--- src/rtl/pfmt_pkg.sv ---
package pfmt_pkg;

    localparam int SAMPLE_W = 12;
    localparam int BUS_W    = 10;
    localparam int NUM_BLK  = 3;

    // indices of the three blanking fields
    localparam int BLK_LEAD  = 0;
    localparam int BLK_HORZ  = 1;
    localparam int BLK_TRAIL = 2;

    typedef enum logic [2:0] {
        ST_IDLE  = 3'd0,
        ST_LEAD  = 3'd1,
        ST_LINE  = 3'd2,
        ST_HBLK  = 3'd3,
        ST_TRAIL = 3'd4
    } seq_state_e;

    typedef enum logic {
        FMT_WIDE   = 1'b0,
        FMT_NARROW = 1'b1
    } out_fmt_e;

    typedef struct packed {
        logic             fv;
        logic             lv;
        logic             dv;
        logic [BUS_W-1:0] data;
    } vid_beat_t;

    // keep the top bits of a sample; narrow format is right-aligned
    function automatic logic [BUS_W-1:0] shape_sample(
        input logic [SAMPLE_W-1:0] s,
        input out_fmt_e            f
    );
        logic [BUS_W-1:0] r;
        if (f == FMT_NARROW)
            r = {2'b00, s[SAMPLE_W-1 -: 8]};
        else
            r = s[SAMPLE_W-1 -: BUS_W];
        return r;
    endfunction

endpackage

--- src/rtl/pfmt_cfg_latch.sv ---
module pfmt_cfg_latch
    import pfmt_pkg::*;
#(
    parameter int PPL_W = 13,
    parameter int LPF_W = 12,
    parameter int BLK_W = 8
) (
    input  logic             clk,
    input  logic             rst,
    input  logic             load,
    input  logic [PPL_W-1:0] ppl_in,
    input  logic [LPF_W-1:0] lpf_in,
    input  logic [BLK_W-1:0] blk_in [NUM_BLK],
    input  logic             fmt_in,
    output logic [PPL_W-1:0] ppl_q,
    output logic [LPF_W-1:0] lpf_q,
    output logic [BLK_W-1:0] blk_q  [NUM_BLK],
    output out_fmt_e         fmt_q
);

    localparam logic [PPL_W-1:0] PPL_ONE = PPL_W'(1);
    localparam logic [LPF_W-1:0] LPF_ONE = LPF_W'(1);
    localparam logic [BLK_W-1:0] BLK_ONE = BLK_W'(1);

    always_ff @(posedge clk) begin
        if (rst) begin
            ppl_q <= PPL_ONE;
            lpf_q <= LPF_ONE;
            fmt_q <= FMT_WIDE;
        end else if (load) begin
            ppl_q <= (ppl_in == '0) ? PPL_ONE : ppl_in;
            lpf_q <= (lpf_in == '0) ? LPF_ONE : lpf_in;
            fmt_q <= out_fmt_e'(fmt_in);
        end
    end

    for (genvar g = 0; g < NUM_BLK; g++) begin : g_blk
        always_ff @(posedge clk) begin
            if (rst)
                blk_q[g] <= BLK_ONE;
            else if (load)
                blk_q[g] <= (blk_in[g] == '0) ? BLK_ONE : blk_in[g];
        end
    end

endmodule

--- src/rtl/pfmt_seq.sv ---
module pfmt_seq
    import pfmt_pkg::*;
#(
    parameter int PPL_W = 13,
    parameter int LPF_W = 12,
    parameter int BLK_W = 8
) (
    input  logic             clk,
    input  logic             rst,
    input  logic             frame_ready,
    input  logic             src_valid,
    input  logic [PPL_W-1:0] ppl,
    input  logic [LPF_W-1:0] lpf,
    input  logic [BLK_W-1:0] blk [NUM_BLK],
    output logic             load_cfg,
    output logic             in_frame,
    output logic             in_line,
    output logic             accept
);

    seq_state_e       state;
    logic [PPL_W-1:0] pix_cnt;
    logic [LPF_W-1:0] line_cnt;
    logic [BLK_W-1:0] blk_cnt;
    logic [BLK_W-1:0] blk_lim;
    logic             last_pix;
    logic             last_line;
    logic             blk_done;

    always_comb begin
        unique case (state)
            ST_LEAD: blk_lim = blk[BLK_LEAD];
            ST_HBLK: blk_lim = blk[BLK_HORZ];
            default: blk_lim = blk[BLK_TRAIL];
        endcase
    end

    always_comb begin
        load_cfg  = (state == ST_IDLE) && frame_ready;
        in_frame  = (state != ST_IDLE);
        in_line   = (state == ST_LINE);
        accept    = in_line && src_valid;
        last_pix  = (pix_cnt == ppl - PPL_W'(1));
        last_line = (line_cnt == lpf - LPF_W'(1));
        blk_done  = (blk_cnt == blk_lim - BLK_W'(1));
    end

    always_ff @(posedge clk) begin
        if (rst) begin
            state    <= ST_IDLE;
            pix_cnt  <= '0;
            line_cnt <= '0;
            blk_cnt  <= '0;
        end else begin
            unique case (state)
                ST_IDLE: begin
                    if (frame_ready) begin
                        state    <= ST_LEAD;
                        pix_cnt  <= '0;
                        line_cnt <= '0;
                        blk_cnt  <= '0;
                    end
                end
                ST_LEAD: begin
                    if (blk_done) begin
                        state   <= ST_LINE;
                        blk_cnt <= '0;
                    end else begin
                        blk_cnt <= blk_cnt + BLK_W'(1);
                    end
                end
                ST_LINE: begin
                    if (accept) begin
                        if (last_pix) begin
                            pix_cnt <= '0;
                            if (last_line) begin
                                state <= ST_TRAIL;
                            end else begin
                                state    <= ST_HBLK;
                                line_cnt <= line_cnt + LPF_W'(1);
                            end
                        end else begin
                            pix_cnt <= pix_cnt + PPL_W'(1);
                        end
                    end
                end
                ST_HBLK: begin
                    if (blk_done) begin
                        state   <= ST_LINE;
                        blk_cnt <= '0;
                    end else begin
                        blk_cnt <= blk_cnt + BLK_W'(1);
                    end
                end
                ST_TRAIL: begin
                    if (blk_done) begin
                        state   <= ST_IDLE;
                        blk_cnt <= '0;
                    end else begin
                        blk_cnt <= blk_cnt + BLK_W'(1);
                    end
                end
                default: state <= ST_IDLE;
            endcase
        end
    end


    stall_hold_chk: assert property (@(posedge clk) disable iff (rst)
        (state == ST_LINE && !src_valid) |=> (state == ST_LINE && $stable(pix_cnt)));


    line_follow_chk: assert property (@(posedge clk) disable iff (rst)
        (state == ST_LINE && accept && last_pix && !last_line) |=> (state == ST_HBLK));

endmodule

--- src/rtl/pfmt_pack.sv ---
module pfmt_pack
    import pfmt_pkg::*;
(
    input  logic                clk,
    input  logic                rst,
    input  logic                in_frame,
    input  logic                in_line,
    input  logic                accept,
    input  logic [SAMPLE_W-1:0] sample,
    input  out_fmt_e            fmt,
    output logic [BUS_W-1:0]    vid_data,
    output logic                vid_fv,
    output logic                vid_lv,
    output logic                vid_dv
);

    vid_beat_t beat_q;
    vid_beat_t beat_d;

    always_comb begin
        beat_d.fv   = in_frame;
        beat_d.lv   = in_line;
        beat_d.dv   = accept;
        beat_d.data = accept ? shape_sample(sample, fmt) : '0;
    end

    always_ff @(posedge clk) begin
        if (rst)
            beat_q <= '0;
        else
            beat_q <= beat_d;
    end

    assign vid_data = beat_q.data;
    assign vid_fv   = beat_q.fv;
    assign vid_lv   = beat_q.lv;
    assign vid_dv   = beat_q.dv;


    blank_bus_chk: assert property (@(posedge clk) disable iff (rst)
        !vid_dv |-> (vid_data == '0));


    narrow_top_chk: assert property (@(posedge clk) disable iff (rst)
        ($past(fmt) == FMT_NARROW && vid_dv) |-> (vid_data[BUS_W-1 -: 2] == 2'b00));

endmodule

--- src/rtl/pix_stream_fmt.sv ---
module pix_stream_fmt
    import pfmt_pkg::*;
#(
    parameter int PPL_W = 13,
    parameter int LPF_W = 12,
    parameter int BLK_W = 8
) (
    input  logic                clk,
    input  logic                rst,
    input  logic                frame_ready,
    input  logic                fmt_sel,
    input  logic [PPL_W-1:0]    cfg_pix_per_line,
    input  logic [LPF_W-1:0]    cfg_lines,
    input  logic [BLK_W-1:0]    cfg_lead,
    input  logic [BLK_W-1:0]    cfg_trail,
    input  logic [BLK_W-1:0]    cfg_hblank,
    input  logic [SAMPLE_W-1:0] src_data,
    input  logic                src_valid,
    output logic                src_ready,
    output logic [BUS_W-1:0]    vid_data,
    output logic                vid_fv,
    output logic                vid_lv,
    output logic                vid_dv
);

    logic [BLK_W-1:0] blk_raw [NUM_BLK];
    logic [BLK_W-1:0] blk_cur [NUM_BLK];
    logic [PPL_W-1:0] ppl_cur;
    logic [LPF_W-1:0] lpf_cur;
    out_fmt_e         fmt_cur;
    logic             load_cfg;
    logic             in_frame;
    logic             in_line;
    logic             accept;

    always_comb begin
        blk_raw[BLK_LEAD]  = cfg_lead;
        blk_raw[BLK_HORZ]  = cfg_hblank;
        blk_raw[BLK_TRAIL] = cfg_trail;
    end

    pfmt_cfg_latch #(
        .PPL_W(PPL_W), .LPF_W(LPF_W), .BLK_W(BLK_W)
    ) u_cfg (
        .clk    (clk),
        .rst    (rst),
        .load   (load_cfg),
        .ppl_in (cfg_pix_per_line),
        .lpf_in (cfg_lines),
        .blk_in (blk_raw),
        .fmt_in (fmt_sel),
        .ppl_q  (ppl_cur),
        .lpf_q  (lpf_cur),
        .blk_q  (blk_cur),
        .fmt_q  (fmt_cur)
    );

    pfmt_seq #(
        .PPL_W(PPL_W), .LPF_W(LPF_W), .BLK_W(BLK_W)
    ) u_seq (
        .clk         (clk),
        .rst         (rst),
        .frame_ready (frame_ready),
        .src_valid   (src_valid),
        .ppl         (ppl_cur),
        .lpf         (lpf_cur),
        .blk         (blk_cur),
        .load_cfg    (load_cfg),
        .in_frame    (in_frame),
        .in_line     (in_line),
        .accept      (accept)
    );

    pfmt_pack u_pack (
        .clk      (clk),
        .rst      (rst),
        .in_frame (in_frame),
        .in_line  (in_line),
        .accept   (accept),
        .sample   (src_data),
        .fmt      (fmt_cur),
        .vid_data (vid_data),
        .vid_fv   (vid_fv),
        .vid_lv   (vid_lv),
        .vid_dv   (vid_dv)
    );

    assign src_ready = in_line;


    dv_framed_chk: assert property (@(posedge clk) disable iff (rst)
        vid_dv |-> (vid_fv && vid_lv));


    lv_in_frame_chk: assert property (@(posedge clk) disable iff (rst)
        vid_lv |-> vid_fv);


    lead_gap_chk: assert property (@(posedge clk) disable iff (rst)
        $rose(vid_fv) |-> !vid_lv);


    trail_gap_chk: assert property (@(posedge clk) disable iff (rst)
        $fell(vid_fv) |-> !$past(vid_lv));


    idle_quiet_chk: assert property (@(posedge clk) disable iff (rst)
        (!vid_fv && !in_frame) |-> (!vid_lv && !vid_dv));

endmodule

--- config.mk ---
export PLATFORM = sky130hd
export DESIGN_NAME = pix_stream_fmt
export DESIGN_NICKNAME = d
export VERILOG_FILES = /design/src/rtl/pfmt_pkg.sv /design/src/rtl/pfmt_cfg_latch.sv /design/src/rtl/pfmt_seq.sv /design/src/rtl/pfmt_pack.sv /design/src/rtl/pix_stream_fmt.sv
export SDC_FILE = /design/constraint.sdc
export NUM_CORES = 1
export LEC_CHECK = 0
export BUFFER_PORTS_ARGS = -buffer_cell sky130_fd_sc_hd__buf_2
export CAP_MARGIN = 20
export CORE_ASPECT_RATIO = 0.6
export CORE_MARGIN = 2
export CORE_UTILIZATION = 39
export CTS_CLUSTER_DIAMETER = 150
export DETAILED_ROUTE_END_ITERATION = 10
export HOLD_SLACK_MARGIN = 0.02
export PLACE_DENSITY = 0.63
export SLEW_MARGIN = 0
export SYNTH_ARGS = -nofsm -noshare
export SYNTH_HDL_FRONTEND = slang
export SYNTH_SLANG_ARGS = --single-unit
--- constraint.sdc ---
create_clock -name clk -period 4.7 [get_ports clk]
set_input_delay 0.235 -clock clk [delete_from_list [all_inputs] [get_ports clk]]
set_output_delay 0.235 -clock clk [all_outputs]
set_load 0.01 [all_outputs]
==> reports/summary.txt <==
Status = completed
First-pass GRT wire length = 20,600 µm
Setup-failing EPs final = 0
Ys async rst share = 0%
Share of cells above drive strength 1 = 19.5%
GRT busiest layer = met1
HPWL Detailed = 9360 µm
Initial core utilization = 40.0%
Dpl ws = 1110 ps
# IOs = 80
Yosys warns = 0
Core Box Area = 12,800 µm²
Nets = 708
Syn Std Cell Area = 5120 µm²
Critical path arrival = 3770 ps
GP Congestion = 0.839
Worst Path Required = 4900 ps
Seq/Total Area, Yosys = 38.7%
DR pass1 iterations = 5
Post-synth EDFFs = 0
Total CTS buffers = 9
Max-slew violations = 0
Detailed-route DRC error count = 0
Total of max-cap violations = 0
Final core utilization = 46.4%
Met2 GRT Util = 26.4%
Seq cells post-synth = 99
Initial antenna violation count = 0
Post-Route WL = 12,400 µm
Die Ht = 92.8 µm
DR vias/cell = 5.41
Root Driver = clkbuf_16
Post-Syn Nets = 649
CTS H-tree lvls = 3
RSZ-0062 raised after global routing = no
Startpoint Class = register
WL/cell = 15.2 µm
Width of the chip = 152 µm
Actual slew at the worst max-slew pin = 1030 ps
Port Buffer Count = 77
Clock Sinks = 99
Worst setup margin = 1130 ps
Max-slew headroom = 30.7%
GRT overflow = 0
Worst Setup End Kind = register
Met3 Use GR = 4.49%
P&R area growth vs syn = 16.0%
Hold Fails Final Rpt = 0
Post-CTS Resized = 0
Vias in the first global route = 4,160
Post-synthesis cell count = 577
Tmin final = 3570 ps
Tcrit/Tclk final = 76.1%
Ant diodes = 0
Post-CTS Setup Bufs = 0
Reg2reg path depth = 10
Site row count = 32
Hold depth = 2
CTS tree = built
Vias post-DR = 4,387
Worst hold path type = primary input to register
Setup TNS = 0 ps
Power Density = 439 nW/µm²
Syn_area_per_cell = 8.87 µm²
Largest net degree at the start of global routing = 51
WS Path Type = register to register
Violation count after the first detailed-routing iteration = 271
Clock-pin slew on the worst setup and hold paths = 70 ps
Die area = 14,100 µm²
Worst skew pair latency = 340 ps
Clock skew = 7.22 ps
Post-synth top flop = dfxtp_1
Total track usage = 18.0%
Max clock buf depth = 2
Hold Buf Count CTS = 0
Post-synth cell types = 60
Peak VDD IR = 0.000199 V
Fmax = 0.280 GHz
CP Max Fanout = 13
Leak pwr = 2.32 nW
Met1 usage = 26.5%
Number of routed nets with antenna violations = 0
power by group:
part           switching (W)  internal (W)  leakage (nW)
clock network       0.000339      0.000422         0.153
logic               0.000462      0.000345          1.37
registers           0.000108      0.000933         0.807
per-stage QoR:
stage,hold slack [ps],cell area [µm²],instances,total power (W)
5_1_grt,105,5940,811,0.00278
3_5_place_dp,463,5610,794,0.00186
2_1_floorplan,344,5120,577,0.00165
4_1_cts,96.4,5920,810,0.00263
6_report,111,5940,811,0.00261
3_3_place_gp,450,5610,794,0.00183
synth_stat cells (6+ instances only):
| library cell | instances | share of area, % |
|---|---|---|
| nand4_1 | 7 | 0.86 |
| inv_1 | 15 | 1.1 |
| dfxtp_1 | 99 | 39 |
| mux2i_1 | 21 | 4.1 |
| nand2_1 | 42 | 3.1 |
| nand2b_1 | 6 | 0.73 |
| a22o_1 | 42 | 7.2 |
| o21ai_0 | 17 | 1.7 |
| a31oi_1 | 11 | 1.3 |
| a21oi_1 | 24 | 2.3 |
| clkbuf_1 | 23 | 1.7 |
| xor2_1 | 17 | 2.9 |
| xnor2_1 | 40 | 6.8 |
| nor4_1 | 13 | 1.6 |
| and3_1 | 8 | 0.98 |
| ha_1 | 6 | 1.5 |
| nor3_1 | 21 | 2.1 |
| or3_1 | 9 | 1.1 |
| nand3_1 | 15 | 1.5 |
| nor2_1 | 59 | 4.3 |
| mux2_2 | 8 | 1.8 |
cells in the final DEF, fill, tap and decap left out, types with 5 or more instances in the layout:
master      n
or2_2       5
nor4_1     13
and3_1      8
mux2i_1    21
or3_1       9
a31oi_1    11
nand4_1     7
ha_1        6
inv_1      15
mux2_2      8
xnor2_1    40
a21oi_1    23
nand3_1    15
dfxtp_1    99
clkbuf_16   9
nand2_1    42
xor2_1     17
buf_2      77
nand2b_1    6
nor2_1     58
a22o_1     42
nor3_1     21
o21ai_0    17
nor3_2      5
final cells by class:
cell class / count / area (µm²)
Sequential cell: 99 / 1980
Tap cell: 170 / 213
Fill cell: 1244 / 6870
Inverter: 15 / 56.3
Timing Repair Buffer: 81 / 428
Clock inverter: 7 / 81.3
Clock buffer: 9 / 225
Multi-Input combinational cell: 430 / 2950
final timing paths:
check	from	end	slack, ps
hold / removal	cfg_hblank[5]	u_cfg.blk_q[13]$_SDFFE_PP0P_	110
setup / recovery	u_cfg.ppl_q[0]$_SDFFE_PP1P_	u_seq.pix_cnt[4]$_SDFFE_PP0P_	1130
hold reg to reg	u_cfg.blk_q[13]$_SDFFE_PP0P_	u_cfg.blk_q[13]$_SDFFE_PP0P_	480
setup reg to reg	u_cfg.ppl_q[0]$_SDFFE_PP1P_	u_seq.pix_cnt[4]$_SDFFE_PP0P_	1130
layer usage:
| layer | part of all wire (%) | vias up |
|---|---|---|
| met3 | 8.6 | 9 |
| met5 | 0 | - |
| li1 | - | 2217 |
| met4 | 0.72 | 0 |
| met2 | 40 | 135 |
| met1 | 51 | 2026 |
worst max-delay path: stages (launching register included):
cell       delay (ps)
dfxtp_1           370
inv_1             110
ha_1              470
or4bb_1           520
a211oi_1          260
o2111ai_1         200
a2111oi_4         320
and3_1            210
nor2_1             90
o21bai_1          740
nor2_1            130
registers in the layout (all words and copies together), names as in the netlist:
name	cells
u_seq.blk_cnt	8
u_cfg.fmt_q	1
u_pack.vid_fv	1
u_pack.vid_lv	1
u_seq.line_cnt	12
u_seq.state	3
u_pack.vid_dv	1
u_pack.vid_data	10
u_cfg.blk_q	24
u_cfg.ppl_q	13
u_seq.pix_cnt	13
u_cfg.lpf_q	12
cell families after synthesis:
logic type               after synthesis  synth area share, %
AND/OR/NAND/NOR                      211                 21.5
AO/OA/AOI/OAI                        126                 18.3
flip-flops                            99                 38.7
XOR/XNOR                              58                 10.2
buffers and inverters                 48                 3.96
multiplexers                          29                 5.87
adder cells (fa/ha/maj)                6                 1.47
Note: power is estimated with default switching activity, not from simulation.
